<file path="src/rtl/bbs_pkg.sv">
package bbs_pkg;

   typedef enum logic [2:0] {
      OP_HALF     = 3'd0,
      OP_RUN      = 3'd1,
      OP_PULSES   = 3'd2,
      OP_STOP     = 3'd3,
      OP_EDGE     = 3'd4,
      OP_RSTLVL   = 3'd5,
      OP_RSTPULSE = 3'd6,
      OP_DOUT     = 3'd7
   } bbs_op_e;

   typedef enum logic [1:0] {
      CK_IDLE  = 2'd0,
      CK_FREE  = 2'd1,
      CK_COUNT = 2'd2
   } ck_mode_e;

   typedef enum logic {
      EX_IDLE = 1'b0,
      EX_RSTP = 1'b1
   } ex_state_e;

   function automatic logic op_is_queued(bbs_op_e op);
      return (op == OP_RSTLVL) || (op == OP_RSTPULSE) || (op == OP_DOUT);
   endfunction

endpackage

</file>
<file path="src/rtl/bbs_prescale.sv">
module bbs_prescale #(
   parameter int DIV = 62500
) (
   input  logic clk,
   input  logic rst_n,
   output logic tick_o
);
   generate
      if (DIV < 1) begin : g_bad_div
         $error("bbs_prescale: DIV must be at least 1");
      end
      if (DIV == 1) begin : g_pass
         assign tick_o = 1'b1;
      end else begin : g_count
         localparam int CW = $clog2(DIV);
         logic [CW-1:0] cnt_q;
         always_ff @(posedge clk or negedge rst_n) begin
            if (!rst_n) begin
               cnt_q  <= '0;
            end else if (cnt_q == CW'(DIV - 1)) begin
               cnt_q  <= '0;
            end else begin
               cnt_q  <= cnt_q + 1'b1;
            end
         end
         assign tick_o = (cnt_q == CW'(DIV - 1));

         tick_period_chk: assert property (@(posedge clk) disable iff (!rst_n)
            tick_o |=> !tick_o);
      end
   endgenerate
endmodule

</file>
<file path="src/rtl/bbs_fifo.sv">
module bbs_fifo #(
   parameter int W     = 19,
   parameter int DEPTH = 16
) (
   input  logic         clk,
   input  logic         rst_n,
   input  logic         push_i,
   input  logic [W-1:0] data_i,
   input  logic         pop_i,
   output logic [W-1:0] data_o,
   output logic         empty_o,
   output logic         full_o
);
   localparam int AW = (DEPTH > 1) ? $clog2(DEPTH) : 1;
   localparam int CW = $clog2(DEPTH + 1);

   generate
      if (DEPTH < 2) begin : g_bad_depth
         $error("bbs_fifo: DEPTH must be at least 2");
      end
   endgenerate

   logic [W-1:0]  mem_q [DEPTH];
   logic [AW-1:0] wr_q, rd_q;
   logic [CW-1:0] cnt_q;

   function automatic logic [AW-1:0] bump(logic [AW-1:0] p);
      return (p == AW'(DEPTH - 1)) ? '0 : p + 1'b1;
   endfunction

   always_ff @(posedge clk) begin
      if (push_i) mem_q[wr_q] <= data_i;
   end

   always_ff @(posedge clk or negedge rst_n) begin
      if (!rst_n) begin
         wr_q  <= '0;
         rd_q  <= '0;
         cnt_q <= '0;
      end else begin
         if (push_i) wr_q <= bump(wr_q);
         if (pop_i)  rd_q <= bump(rd_q);
         case ({push_i, pop_i})
            2'b10:   cnt_q <= cnt_q + 1'b1;
            2'b01:   cnt_q <= cnt_q - 1'b1;
            default: cnt_q <= cnt_q;
         endcase
      end
   end

   assign data_o  = mem_q[rd_q];
   assign empty_o = (cnt_q == '0);
   assign full_o  = (cnt_q == CW'(DEPTH));


   no_overflow_chk: assert property (@(posedge clk) disable iff (!rst_n)
      push_i |-> !full_o);

   no_underflow_chk: assert property (@(posedge clk) disable iff (!rst_n)
      pop_i |-> !empty_o);
endmodule

</file>
<file path="src/rtl/bbs_clkgen.sv">
module bbs_clkgen
   import bbs_pkg::*;
#(
   parameter int HALF_W = 16,
   parameter int CNT_W  = 16
) (
   input  logic              clk,
   input  logic              rst_n,
   input  logic              tick_i,
   input  logic [HALF_W-1:0] half_i,
   input  logic              run_i,
   input  logic              count_i,
   input  logic [CNT_W-1:0]  count_n_i,
   output logic              clk_o,
   output logic              rise_o,
   output logic              fall_o,
   output logic              running_o
);
   ck_mode_e          mode_q;
   logic              stop_pend_q;
   logic [CNT_W-1:0]  left_q;
   logic [HALF_W-1:0] half_cnt_q;
   logic [HALF_W-1:0] half_eff;
   logic              clk_q, rise_q, fall_q;

   assign half_eff = (half_i == '0) ? HALF_W'(1) : half_i;

   always_ff @(posedge clk or negedge rst_n) begin
      if (!rst_n) begin
         mode_q      <= CK_IDLE;
         stop_pend_q <= 1'b0;
         left_q      <= '0;
         half_cnt_q  <= '0;
         clk_q       <= 1'b0;
         rise_q      <= 1'b0;
         fall_q      <= 1'b0;
      end else begin
         rise_q <= 1'b0;
         fall_q <= 1'b0;
         if (run_i) begin
            mode_q      <= CK_FREE;
            stop_pend_q <= 1'b0;
         end else if (count_i) begin
            if (count_n_i == '0) begin
               if (!clk_q) begin
                  mode_q      <= CK_IDLE;
                  half_cnt_q  <= '0;
                  stop_pend_q <= 1'b0;
               end else begin
                  stop_pend_q <= 1'b1;
               end
            end else begin
               mode_q      <= CK_COUNT;
               left_q      <= count_n_i;
               stop_pend_q <= 1'b0;
            end
         end else if (mode_q != CK_IDLE && tick_i) begin
            if (half_cnt_q >= half_eff - HALF_W'(1)) begin
               half_cnt_q <= '0;
               clk_q      <= !clk_q;
               if (!clk_q) begin
                  rise_q <= 1'b1;
                  if (mode_q == CK_COUNT) begin
                     left_q <= left_q - 1'b1;
                     if (left_q == CNT_W'(1)) stop_pend_q <= 1'b1;
                  end
               end else begin
                  fall_q <= 1'b1;
                  if (stop_pend_q) begin
                     mode_q      <= CK_IDLE;
                     stop_pend_q <= 1'b0;
                  end
               end
            end else begin
               half_cnt_q <= half_cnt_q + 1'b1;
            end
         end
      end
   end

   assign clk_o     = clk_q;
   assign rise_o    = rise_q;
   assign fall_o    = fall_q;
   assign running_o = (mode_q != CK_IDLE);


   clk_on_tick_chk: assert property (@(posedge clk) disable iff (!rst_n)
      (clk_q != $past(clk_q)) |-> $past(tick_i));

   stop_hold_chk: assert property (@(posedge clk) disable iff (!rst_n)
      (mode_q == CK_IDLE && !run_i && !count_i) |=> !rise_o);

   count_end_chk: assert property (@(posedge clk) disable iff (!rst_n)
      (mode_q == CK_COUNT && left_q == '0 && !run_i && !count_i) |=> !rise_o);
endmodule

</file>
<file path="src/rtl/bitbang_seq.sv">
module bitbang_seq
   import bbs_pkg::*;
#(
   parameter int PRESC_DIV = 62500,
   parameter int ARG_W     = 16,
   parameter int QDEPTH    = 16,
   parameter int IDX_W     = 8,
   parameter int DEF_HALF  = 1
) (
   input  logic             clk,
   input  logic             rst_n,
   input  logic             cmd_valid,
   output logic             cmd_ready,
   input  logic [2:0]       cmd_op,
   input  logic [ARG_W-1:0] cmd_arg,
   output logic             rsp_valid,
   output logic             rsp_bit,
   output logic [IDX_W-1:0] rsp_idx,
   output logic             tgt_clk,
   output logic             tgt_rst,
   output logic             tgt_dout,
   input  logic             tgt_din
);
   localparam int QW = ARG_W + 3;

   generate
      if (ARG_W < 2 || IDX_W < 1 || QDEPTH < 2 || PRESC_DIV < 1) begin : g_bad_param
         $error("bitbang_seq: parameter out of range");
      end
   endgenerate

   bbs_op_e          op_in;
   logic             queued_in, accept;
   logic             tick, rise, fall, running;
   logic             q_empty, q_full, q_pop, q_push;
   logic [QW-1:0]    q_head;
   bbs_op_e          head_op;
   logic [ARG_W-1:0] head_arg, len_eff;
   logic             launch_stb, sample_stb;

   logic [ARG_W-1:0] half_q;
   logic             edge_fall_q;
   ex_state_e        ex_q;
   logic [ARG_W-1:0] rp_cnt_q;
   logic             rst_q, dout_q;
   logic [IDX_W-1:0] rise_cnt_q;
   logic             rsp_valid_q, rsp_bit_q;
   logic [IDX_W-1:0] rsp_idx_q;

   assign op_in     = bbs_op_e'(cmd_op);
   assign queued_in = op_is_queued(op_in);
   assign cmd_ready = queued_in ? !q_full : 1'b1;
   assign accept    = cmd_valid && cmd_ready;
   assign q_push    = accept && queued_in;

   bbs_prescale #(.DIV(PRESC_DIV)) presc_i (
      .clk    (clk),
      .rst_n  (rst_n),
      .tick_o (tick)
   );

   bbs_clkgen #(.HALF_W(ARG_W), .CNT_W(ARG_W)) ckgen_i (
      .clk       (clk),
      .rst_n     (rst_n),
      .tick_i    (tick),
      .half_i    (half_q),
      .run_i     (accept && op_in == OP_RUN),
      .count_i   (accept && (op_in == OP_PULSES || op_in == OP_STOP)),
      .count_n_i ((op_in == OP_STOP) ? '0 : cmd_arg),
      .clk_o     (tgt_clk),
      .rise_o    (rise),
      .fall_o    (fall),
      .running_o (running)
   );

   bbs_fifo #(.W(QW), .DEPTH(QDEPTH)) queue_i (
      .clk     (clk),
      .rst_n   (rst_n),
      .push_i  (q_push),
      .data_i  ({cmd_op, cmd_arg}),
      .pop_i   (q_pop),
      .data_o  (q_head),
      .empty_o (q_empty),
      .full_o  (q_full)
   );

   assign head_op    = bbs_op_e'(q_head[QW-1:ARG_W]);
   assign head_arg   = q_head[ARG_W-1:0];
   assign len_eff    = (head_arg == '0) ? ARG_W'(1) : head_arg;
   assign launch_stb = edge_fall_q ? rise : fall;
   assign sample_stb = edge_fall_q ? fall : rise;

   always_comb begin
      q_pop = 1'b0;
      if (!q_empty) begin
         if (ex_q == EX_IDLE) begin
            if (head_op == OP_RSTLVL && running) q_pop = 1'b1;
            if (head_op == OP_DOUT && launch_stb) q_pop = 1'b1;
         end else if (tick && rp_cnt_q >= len_eff - ARG_W'(1)) begin
            q_pop = 1'b1;
         end
      end
   end

   // control registers
   always_ff @(posedge clk or negedge rst_n) begin
      if (!rst_n) begin
         half_q      <= ARG_W'(DEF_HALF);
         edge_fall_q <= 1'b0;
      end else if (accept) begin
         if (op_in == OP_HALF) half_q      <= cmd_arg;
         if (op_in == OP_EDGE) edge_fall_q <= cmd_arg[0];
      end
   end

   // queue executor
   always_ff @(posedge clk or negedge rst_n) begin
      if (!rst_n) begin
         ex_q     <= EX_IDLE;
         rp_cnt_q <= '0;
         rst_q    <= 1'b0;
         dout_q   <= 1'b0;
      end else begin
         if (ex_q == EX_IDLE) begin
            if (q_pop && head_op == OP_RSTLVL) rst_q  <= head_arg[0];
            if (q_pop && head_op == OP_DOUT)   dout_q <= head_arg[0];
            if (!q_empty && running && head_op == OP_RSTPULSE) begin
               ex_q     <= EX_RSTP;
               rst_q    <= 1'b1;
               rp_cnt_q <= '0;
            end
         end else if (tick) begin
            if (rp_cnt_q >= len_eff - ARG_W'(1)) begin
               rst_q <= 1'b0;
               ex_q  <= EX_IDLE;
            end else begin
               rp_cnt_q <= rp_cnt_q + 1'b1;
            end
         end
      end
   end

   // sampler
   always_ff @(posedge clk or negedge rst_n) begin
      if (!rst_n) begin
         rise_cnt_q  <= '0;
         rsp_valid_q <= 1'b0;
         rsp_bit_q   <= 1'b0;
         rsp_idx_q   <= '0;
      end else begin
         if (rise) rise_cnt_q <= rise_cnt_q + 1'b1;
         rsp_valid_q <= sample_stb;
         if (sample_stb) begin
            rsp_bit_q <= tgt_din;
            rsp_idx_q <= edge_fall_q ? rise_cnt_q - 1'b1 : rise_cnt_q;
         end
      end
   end

   assign tgt_rst   = rst_q;
   assign tgt_dout  = dout_q;
   assign rsp_valid = rsp_valid_q;
   assign rsp_bit   = rsp_bit_q;
   assign rsp_idx   = rsp_idx_q;


   dout_launch_chk: assert property (@(posedge clk) disable iff (!rst_n)
      (tgt_dout != $past(tgt_dout)) |-> $past(launch_stb));

   rsp_edge_chk: assert property (@(posedge clk) disable iff (!rst_n)
      rsp_valid |-> $past(sample_stb));

   queue_hold_chk: assert property (@(posedge clk) disable iff (!rst_n)
      (!running && ex_q == EX_IDLE) |=> $stable(tgt_rst));

   ctrl_ready_chk: assert property (@(posedge clk) disable iff (!rst_n)
      (cmd_valid && !queued_in) |-> cmd_ready);
endmodule

</file>
<file path="config.mk">
export PLATFORM = sky130hd
export DESIGN_NAME = bitbang_seq
export DESIGN_NICKNAME = d
export VERILOG_FILES = /design/src/rtl/bbs_pkg.sv /design/src/rtl/bbs_prescale.sv /design/src/rtl/bbs_fifo.sv /design/src/rtl/bbs_clkgen.sv /design/src/rtl/bitbang_seq.sv
export SDC_FILE = /design/constraint.sdc
export NUM_CORES = 1
export LEC_CHECK = 0
export BUFFER_PORTS_ARGS = -buffer_cell sky130_fd_sc_hd__buf_2
export CORE_UTILIZATION = 60
export CTS_CLUSTER_DIAMETER = 50
export CTS_CLUSTER_SIZE = 40
export DETAILED_ROUTE_END_ITERATION = 8
export GPL_TIMING_DRIVEN = 0
export HOLD_SLACK_MARGIN = 0.02
export PLACE_DENSITY = 0.77
export RECOVER_POWER = 50
export SYNTH_ARGS = -nofsm -noshare
export SYNTH_HDL_FRONTEND = slang
export SYNTH_SLANG_ARGS = --single-unit
</file>
<file path="constraint.sdc">
create_clock -name clk -period 7.25 [get_ports clk]
set_input_delay 0.725 -clock clk [delete_from_list [all_inputs] [get_ports clk]]
set_output_delay 0.725 -clock clk [all_outputs]
set_load 0.02 [all_outputs]
</file>
==> flow_summary_export.csv, run 1 <==
group,metric,value,unit
run_status,run_status,"complete, but fails checks",
run_status,failed_checks,"capacitance limit, slew limit",
synthesis,synth.distinct_cells,69,
place,dpl_worst_slack,-0.0647,ns
route,routedWlPerCell,23.9,um
sta,tightest_slew,3.86,ns
synthesis,synthesis.area,0.0191,mm^2
global_routing,grt_pass1_vias,11624,
sta,rsz0062_at_grt,"false",
setup_path,cpPeakStageDelay,0.53,ns
place,port_buffers,36,
die,core,0.0315,mm^2
synthesis,synth.net_count,1388,
sta,finalCritPeriodShare,94.0,%
setup_path,r2r_end,"queue_i.cnt_q[4]",
synthesis,syn_inst,1314,
global_routing,track_usage,27.6,%
route,routed_via_density,6.46,
power_and_ir_drop,leakagePower,7.71,nW
power_and_ir_drop,cellPowerDensity,315,mW/mm^2
route,postRouteAntennaNets,0,
setup_path,path_max_fanout,10,
place,globalplace.congestion,0.860,
die,rows,65,
sta,fmax,147,MHz
place,dp_hpwl,27600,um
finish,fin_nets,1464,
synthesis,async_flop_share,28.5,%
sta,slew_viol_final,124,
global_routing,grt_pass1_wl,67400,um
synthesis,ys_ff_latch,425,
finish,fillers,2137,
die,start_util,60.8,%
global_routing,antenna_found_initial,1,
global_routing,grt-ovfl-total,0,
setup_path,r2r-start,"queue_i.rd_q[0]",
clocking,cts_resized,1,
worst_hold_path,worstHoldPathType,"input port to flop",
power_and_ir_drop,power.total,6.69,mW
die,die_area,0.0326,mm^2
clocking,clkTransAtPathRegs,0.07,ns
synthesis,syn_avg_cell_area,14.6,um^2
route,firstDrtPassIters,5,
setup_path,ff2ff_setup_slack,0.44,ns
route,drtIter0Drc,1214,
die,dieWidth,181,um
setup_path,r2r_cells,31,
synthesis,synth_flop_cell,"edfxtp_1",
job,maxCapViolations,2,
sta,period_minus_slack,6.81,ns
global_routing,grt_max_degree,71,
synthesis,synth_enable_flop_cells,304,
sta,final-setup-viol-count,0,
finish,drive_gt1_share,16.0,%
worst_hold_path,holdCritStartpoint,"tgt_din",
clocking,cts_tree,"done",
clocking,post_cts_buffers,0,
die,num_io_pins,37,
clocking,htreeDepth,2,
setup_path,worstPathArrival,7.24,ns
sta,post-route-worst-setup-slack,0.435,ns
route,wl,43600,um
setup_path,startpoint_type,"flop",
setup_path,crit_required,7.67,ns
finish,area_growth,11.2,%
synthesis,seq_area_frac_synth,63.5,%
die,die_y,181,um
finish,antenna_cells,0,
worst_hold_path,min_to,"rsp_bit",
clocking,cts-root-buf,"clkbuf_16",
worst_hold_path,whs_path_depth,2,
route,drc,0,
setup_path,critPathKind,"flop to flop",
power_and_ir_drop,vdd_drop_max,0.240,mV
setup_path,crit_path_top_delay_cell,"mux4_2",
sta,slew_headroom,-158,%
synthesis,yosysWarnings,0,
clocking,cts_hold_buffers,0,
setup_path,crit_path_end_kind,"flop",
clocking,cts.path.max_buffers,3,
sta,skew,0.0424,ns
clocking,clk_latency,0.56,ns
clocking,cts_buffers,38,
sta,finalHoldViolCount,0,
route,num_vias,11757,
clocking,cts.sink_count,425,
worst max path at each step:
stage               startpoint               end  slack, ns  cells after the start
2_1_floorplan  queue_i.rd_q[1]  queue_i.cnt_q[4]       1.43                     31
3_3_place_gp   queue_i.rd_q[3]  queue_i.cnt_q[4]       0.05                     31
3_5_place_dp   queue_i.rd_q[3]  queue_i.cnt_q[4]      -0.06                     31
4_1_cts        queue_i.rd_q[3]  queue_i.cnt_q[4]       0.09                     31
5_1_grt        queue_i.rd_q[0]  queue_i.cnt_q[4]       0.02                     31
6_report       queue_i.rd_q[0]  queue_i.cnt_q[4]       0.44                     31
cell families (layout without fill, tap and decap cells):
family	count (synthesis)	count (layout)	share of synthesized area, %
and+or+nand+nor	361	361	9.66
muxes	126	126	11.8
DFF	425	425	63.5
xor gates and xnor gates	73	73	3.34
buffers and inverters	87	192	2.00
adders and majority gates	51	51	3.37
AOI/OAI and AO/OA	191	191	6.32
state kept, by name, indices dropped and copies added, names as in the netlist, 2 cells and up:
name	flops
ckgen_i.mode_q	2
queue_i.cnt_q	5
rise_cnt_q	8
queue_i.rd_q	4
rsp_idx	8
queue_i.wr_q	4
rp_cnt_q	16
ckgen_i.half_cnt_q	16
presc_i.g_count.cnt_q	16
ckgen_i.left_q	16
half_q	16
queue_i.mem_q	304
per-stage QoR:
step | hold slack, ns | utilization, % | std cells | cell area, um^2 | setup TNS (ns)
6_report | 0.425 | 67.6 | 1821 | 21300 | 0
5_1_grt | 0.426 | 67.6 | 1821 | 21300 | 0
4_1_cts | 0.214 | 67.6 | 1820 | 21300 | 0
3_5_place_dp | 0.469 | 63.1 | 1754 | 19900 | -0.0647
3_3_place_gp | 0.457 | 63.0 | 1752 | 19800 | 0
2_1_floorplan | 0.429 | - | 1314 | 19100 | 0
layout by cell type, fill, tap and decap left out, types with 21 or more instances in the layout:
cell type,count
edfxtp_1,304
dfrtp_1,120
nand2_1,89
mux4_2,77
nor2_1,76
o21ai_0,63
clkbuf_1,53
ha_1,50
xnor2_1,44
a21oi_1,43
clkbuf_16,40
inv_1,30
nand3_1,30
xor2_1,29
mux2i_1,26
mux2_2,23
nor3_1,23
and2_1,22
and3_1,21
worst max-delay path, delay by kind of cell (launching register included):
kind / cells / cell delay (ns)
AOI/OAI and AO/OA: 7 / 1.26
and+or+nand+nor: 9 / 1.47
buffers and inverters: 6 / 1.04
DFF: 1 / 0.48
xor gates and xnor gates: 3 / 0.36
adders and majority gates: 4 / 1.22
muxes: 2 / 0.85
Yosys cell counts, types with 23 or more instances:
cell / count / share of area, %
edfxtp_1: 304 / 48
dfrtp_1: 120 / 16
nand2_1: 89 / 1.7
mux4_2: 77 / 9.1
nor2_1: 77 / 1.5
o21ai_0: 63 / 1.6
ha_1: 50 / 3.3
a21oi_1: 46 / 1.2
xnor2_1: 44 / 2.0
clkbuf_1: 36 / 0.71
inv_1: 31 / 0.61
nand3_1: 30 / 0.78
xor2_1: 29 / 1.3
mux2i_1: 26 / 1.4
and3_1: 23 / 0.75
mux2_2: 23 / 1.4
nor3_1: 23 / 0.60
layer usage:
metal / track usage (%) / part of all wire [%] / vias up
li1: - / - / 5198
met1: 39.9 / 42 / 5940
met5: 0 / 0.030 / -
met4: 7.49 / 2.8 / 2
met2: 43.6 / 46 / 517
met3: 5.03 / 8.6 / 100
area by class of cell:
type / count / area [um^2] / share of cell area, %
timing repair buffer: 39 / 199 / 0.935
clock inverter: 28 / 407 / 1.91
buffer: 53 / 287 / 1.35
sequential: 425 / 12200 / 57.1
multi-input combinational: 802 / 6610 / 31.1
tap: 402 / 503 / 2.36
inverter: 31 / 116 / 0.547
clock buffer: 41 / 993 / 4.67
report_power, final:
part	switching [mW]	internal (mW)
Clock	1.01	1.24
Sequential	0.121	2.76
Combinational	0.874	0.687
(Power assumes the default switching activity.)
==> run 2: changes to the inputs <==
PLACE_DENSITY = 0.89   (was 0.77)
==> run 2 against run 1 <==
Compared with the run above: the run still ends with capacitance limit, slew limit left; global-route usage is 1.9 points higher; sequential power is essentially flat; cell area is 0.34% lower; largest power group unchanged.
==> flow_summary_export.csv, run 2 (same netlist as run 1, synthesis figures left out) <==
group,metric,value,unit
sta,slew_viol_final,124,
clocking,cts_tree,"done",
setup_path,cpPeakStageDelay,0.52,ns
sta,period_minus_slack,6.96,ns
run_status,run_status,"complete, but fails checks",
setup_path,crit_path_end_kind,"flop",
clocking,clkTransAtPathRegs,0.07,ns
setup_path,path_max_fanout,10,
die,rows,65,
sta,rsz0062_at_grt,"false",
route,firstDrtPassIters,5,
route,routed_via_density,6.70,
sta,skew,0.0521,ns
route,wl,46900,um
power_and_ir_drop,p_int,4.54,mW
route,drc,0,
clocking,clk_latency,0.56,ns
setup_path,startpoint_type,"flop",
finish,area_growth,10.8,%
power_and_ir_drop,leakagePower,7.68,nW
setup_path,worstPathArrival,7.38,ns
clocking,cts_buffers,37,
die,core,0.0315,mm^2
die,start_util,60.8,%
sta,slew_headroom,-144,%
clocking,cts.path.max_buffers,3,
die,die_area,0.0326,mm^2
global_routing,grt_max_degree,70,
run_status,failed_checks,"capacitance limit, slew limit",
finish,final_util,67.4,%
route,num_vias,12226,
finish,layout_common_cells,"304 x edfxtp_1, 119 x dfrtp_1, 89 x nand2_1, 77 x mux4_2, 76 x nor2_1",
finish,regMostFlops,"queue_i.mem_q",
power_and_ir_drop,p_clk_share,31.5,%
global_routing,antenna_found_initial,0,
route,routedWlPerCell,25.7,um
job,maxCapViolations,2,
power_and_ir_drop,p_switching,2.04,mW
setup_path,crit_required,7.67,ns
finish,fin_nets,1466,
sta,finalCritPeriodShare,96.0,%
die,dieWidth,181,um
clocking,cts-root-buf,"clkbuf_16",
power_and_ir_drop,cellPowerDensity,310,mW/mm^2
setup_path,cp_common_cell,"inv_1",
sta,tightest_slew,3.65,ns
worst_hold_path,worstHoldPathType,"input port to flop",
sta,fmax,144,MHz
global_routing,track_usage,29.5,%
place,globalplace.congestion,0.924,
global_routing,grt_pass1_vias,12485,
finish,largest_reg_flops,304,
setup_path,crit_path_top_delay_cell,"clkbuf_1",
die,die_y,181,um
power_and_ir_drop,pwr-share-seq,44.1,%
sta,final-setup-viol-count,0,
power_and_ir_drop,vdd_drop_max,0.220,mV
sta,finalHoldViolCount,0,
global_routing,grt_pass1_wl,71900,um
global_routing,grt-ovfl-total,0,
sta,whs,0.453,ns
place,port_buffers,36,
clocking,cts_hold_buffers,0,
place,dp_hpwl,29500,um
die,num_io_pins,37,
clocking,cts.sink_count,425,
power_and_ir_drop,swShare,31.0,%
clocking,htreeDepth,2,
clocking,post_cts_buffers,0,
finish,layout_commonest_cell,"edfxtp_1",
setup_path,critPathKind,"flop to flop",
route,drtIter0Drc,1553,
finish,drive_gt1_share,15.8,%
route,postRouteAntennaNets,0,
power_and_ir_drop,combPwrFrac,24.4,%
run 2: cell count changes in the layout (fill, tap and decap cells not counted), sizes merged:
cell,change
clkbuf,+5
diode,+2
inv,-4
bufinv,-4
clkinv,+7
clkinvlp,-1
buf,-1
run 2: power by group through the flow:
stage	Sequential [mW]	Clock (mW)	Combinational [mW]
4_1_cts	2.89	2.07	1.57
6_report	2.90	2.07	1.61
3_5_place_dp	2.94	0	1.54
5_1_grt	2.91	2.17	1.71
3_3_place_gp	2.92	0	1.46
2_1_floorplan	2.90	0	1.12
run 2: cell type report:
cell class / count / area, um^2
Fill cell: 1965 / 10300
Antenna cell: 2 / 5.00
Inverter: 31 / 116
Buffer: 55 / 297
Tap cell: 402 / 503
Multi-Input combinational cell: 802 / 6610
Timing Repair Buffer: 40 / 239
Clock buffer: 42 / 987
Sequential cell: 425 / 12200
Clock inverter: 26 / 284
run 2: per-layer routing:
layer	GRT usage [%]	share of wire (%)
met5	0	0
met4	12.4	3.3
met3	4.97	8.8
met2	48.4	50
met1	39.4	38
run 2: critical path: cells and delay by family, from the launching register on:
kind / cells / cell delay (ns)
AO/OA/AOI/OAI: 7 / 1.42
XOR/XNOR: 3 / 0.48
adder cells (fa/ha/maj): 4 / 1.25
buffers and inverters: 7 / 1.71
flip-flops: 1 / 0.32
AND/OR/NAND/NOR: 9 / 1.64
run 2: worst paths after layout:
path / endpoint / slack [ns] / from / cells after the start
worst max-delay path: queue_i.cnt_q[4] / 0.29 / queue_i.rd_q[3] / 30
worst min-delay path: rsp_bit / 0.45 / tgt_din / 2
worst max register to register: queue_i.cnt_q[4] / 0.29 / queue_i.rd_q[3] / 30
worst min register to register: rsp_idx[3] / 0.48 / rsp_idx[3] / 2
max in group asynchronous: half_q[9] / 1.61 / rst_n / 2
min in group asynchronous: rsp_idx[3] / 1.09 / rst_n / 1
run 2: through the flow:
step	cells	worst slack [ns]	area, um^2	setup TNS (ns)	power [mW]
final	1825	0.292	21200	0	6.57
after global routing	1823	0.0233	21200	0	6.79
after CTS	1821	0.0594	21200	0	6.53
after detailed placement	1754	-0.164	19900	-0.164	4.48
after global placement	1752	0.269	19800	0	4.39
after floorplan	1314	1.43	19100	0	4.02
run 2: repair_timing:
| action | CTS | global route |
|---|---|---|
| gates cloned | 0 | 0 |
| endpoints found under the setup margin | 1 | 2 |
| resized for setup | 2 | 24 |
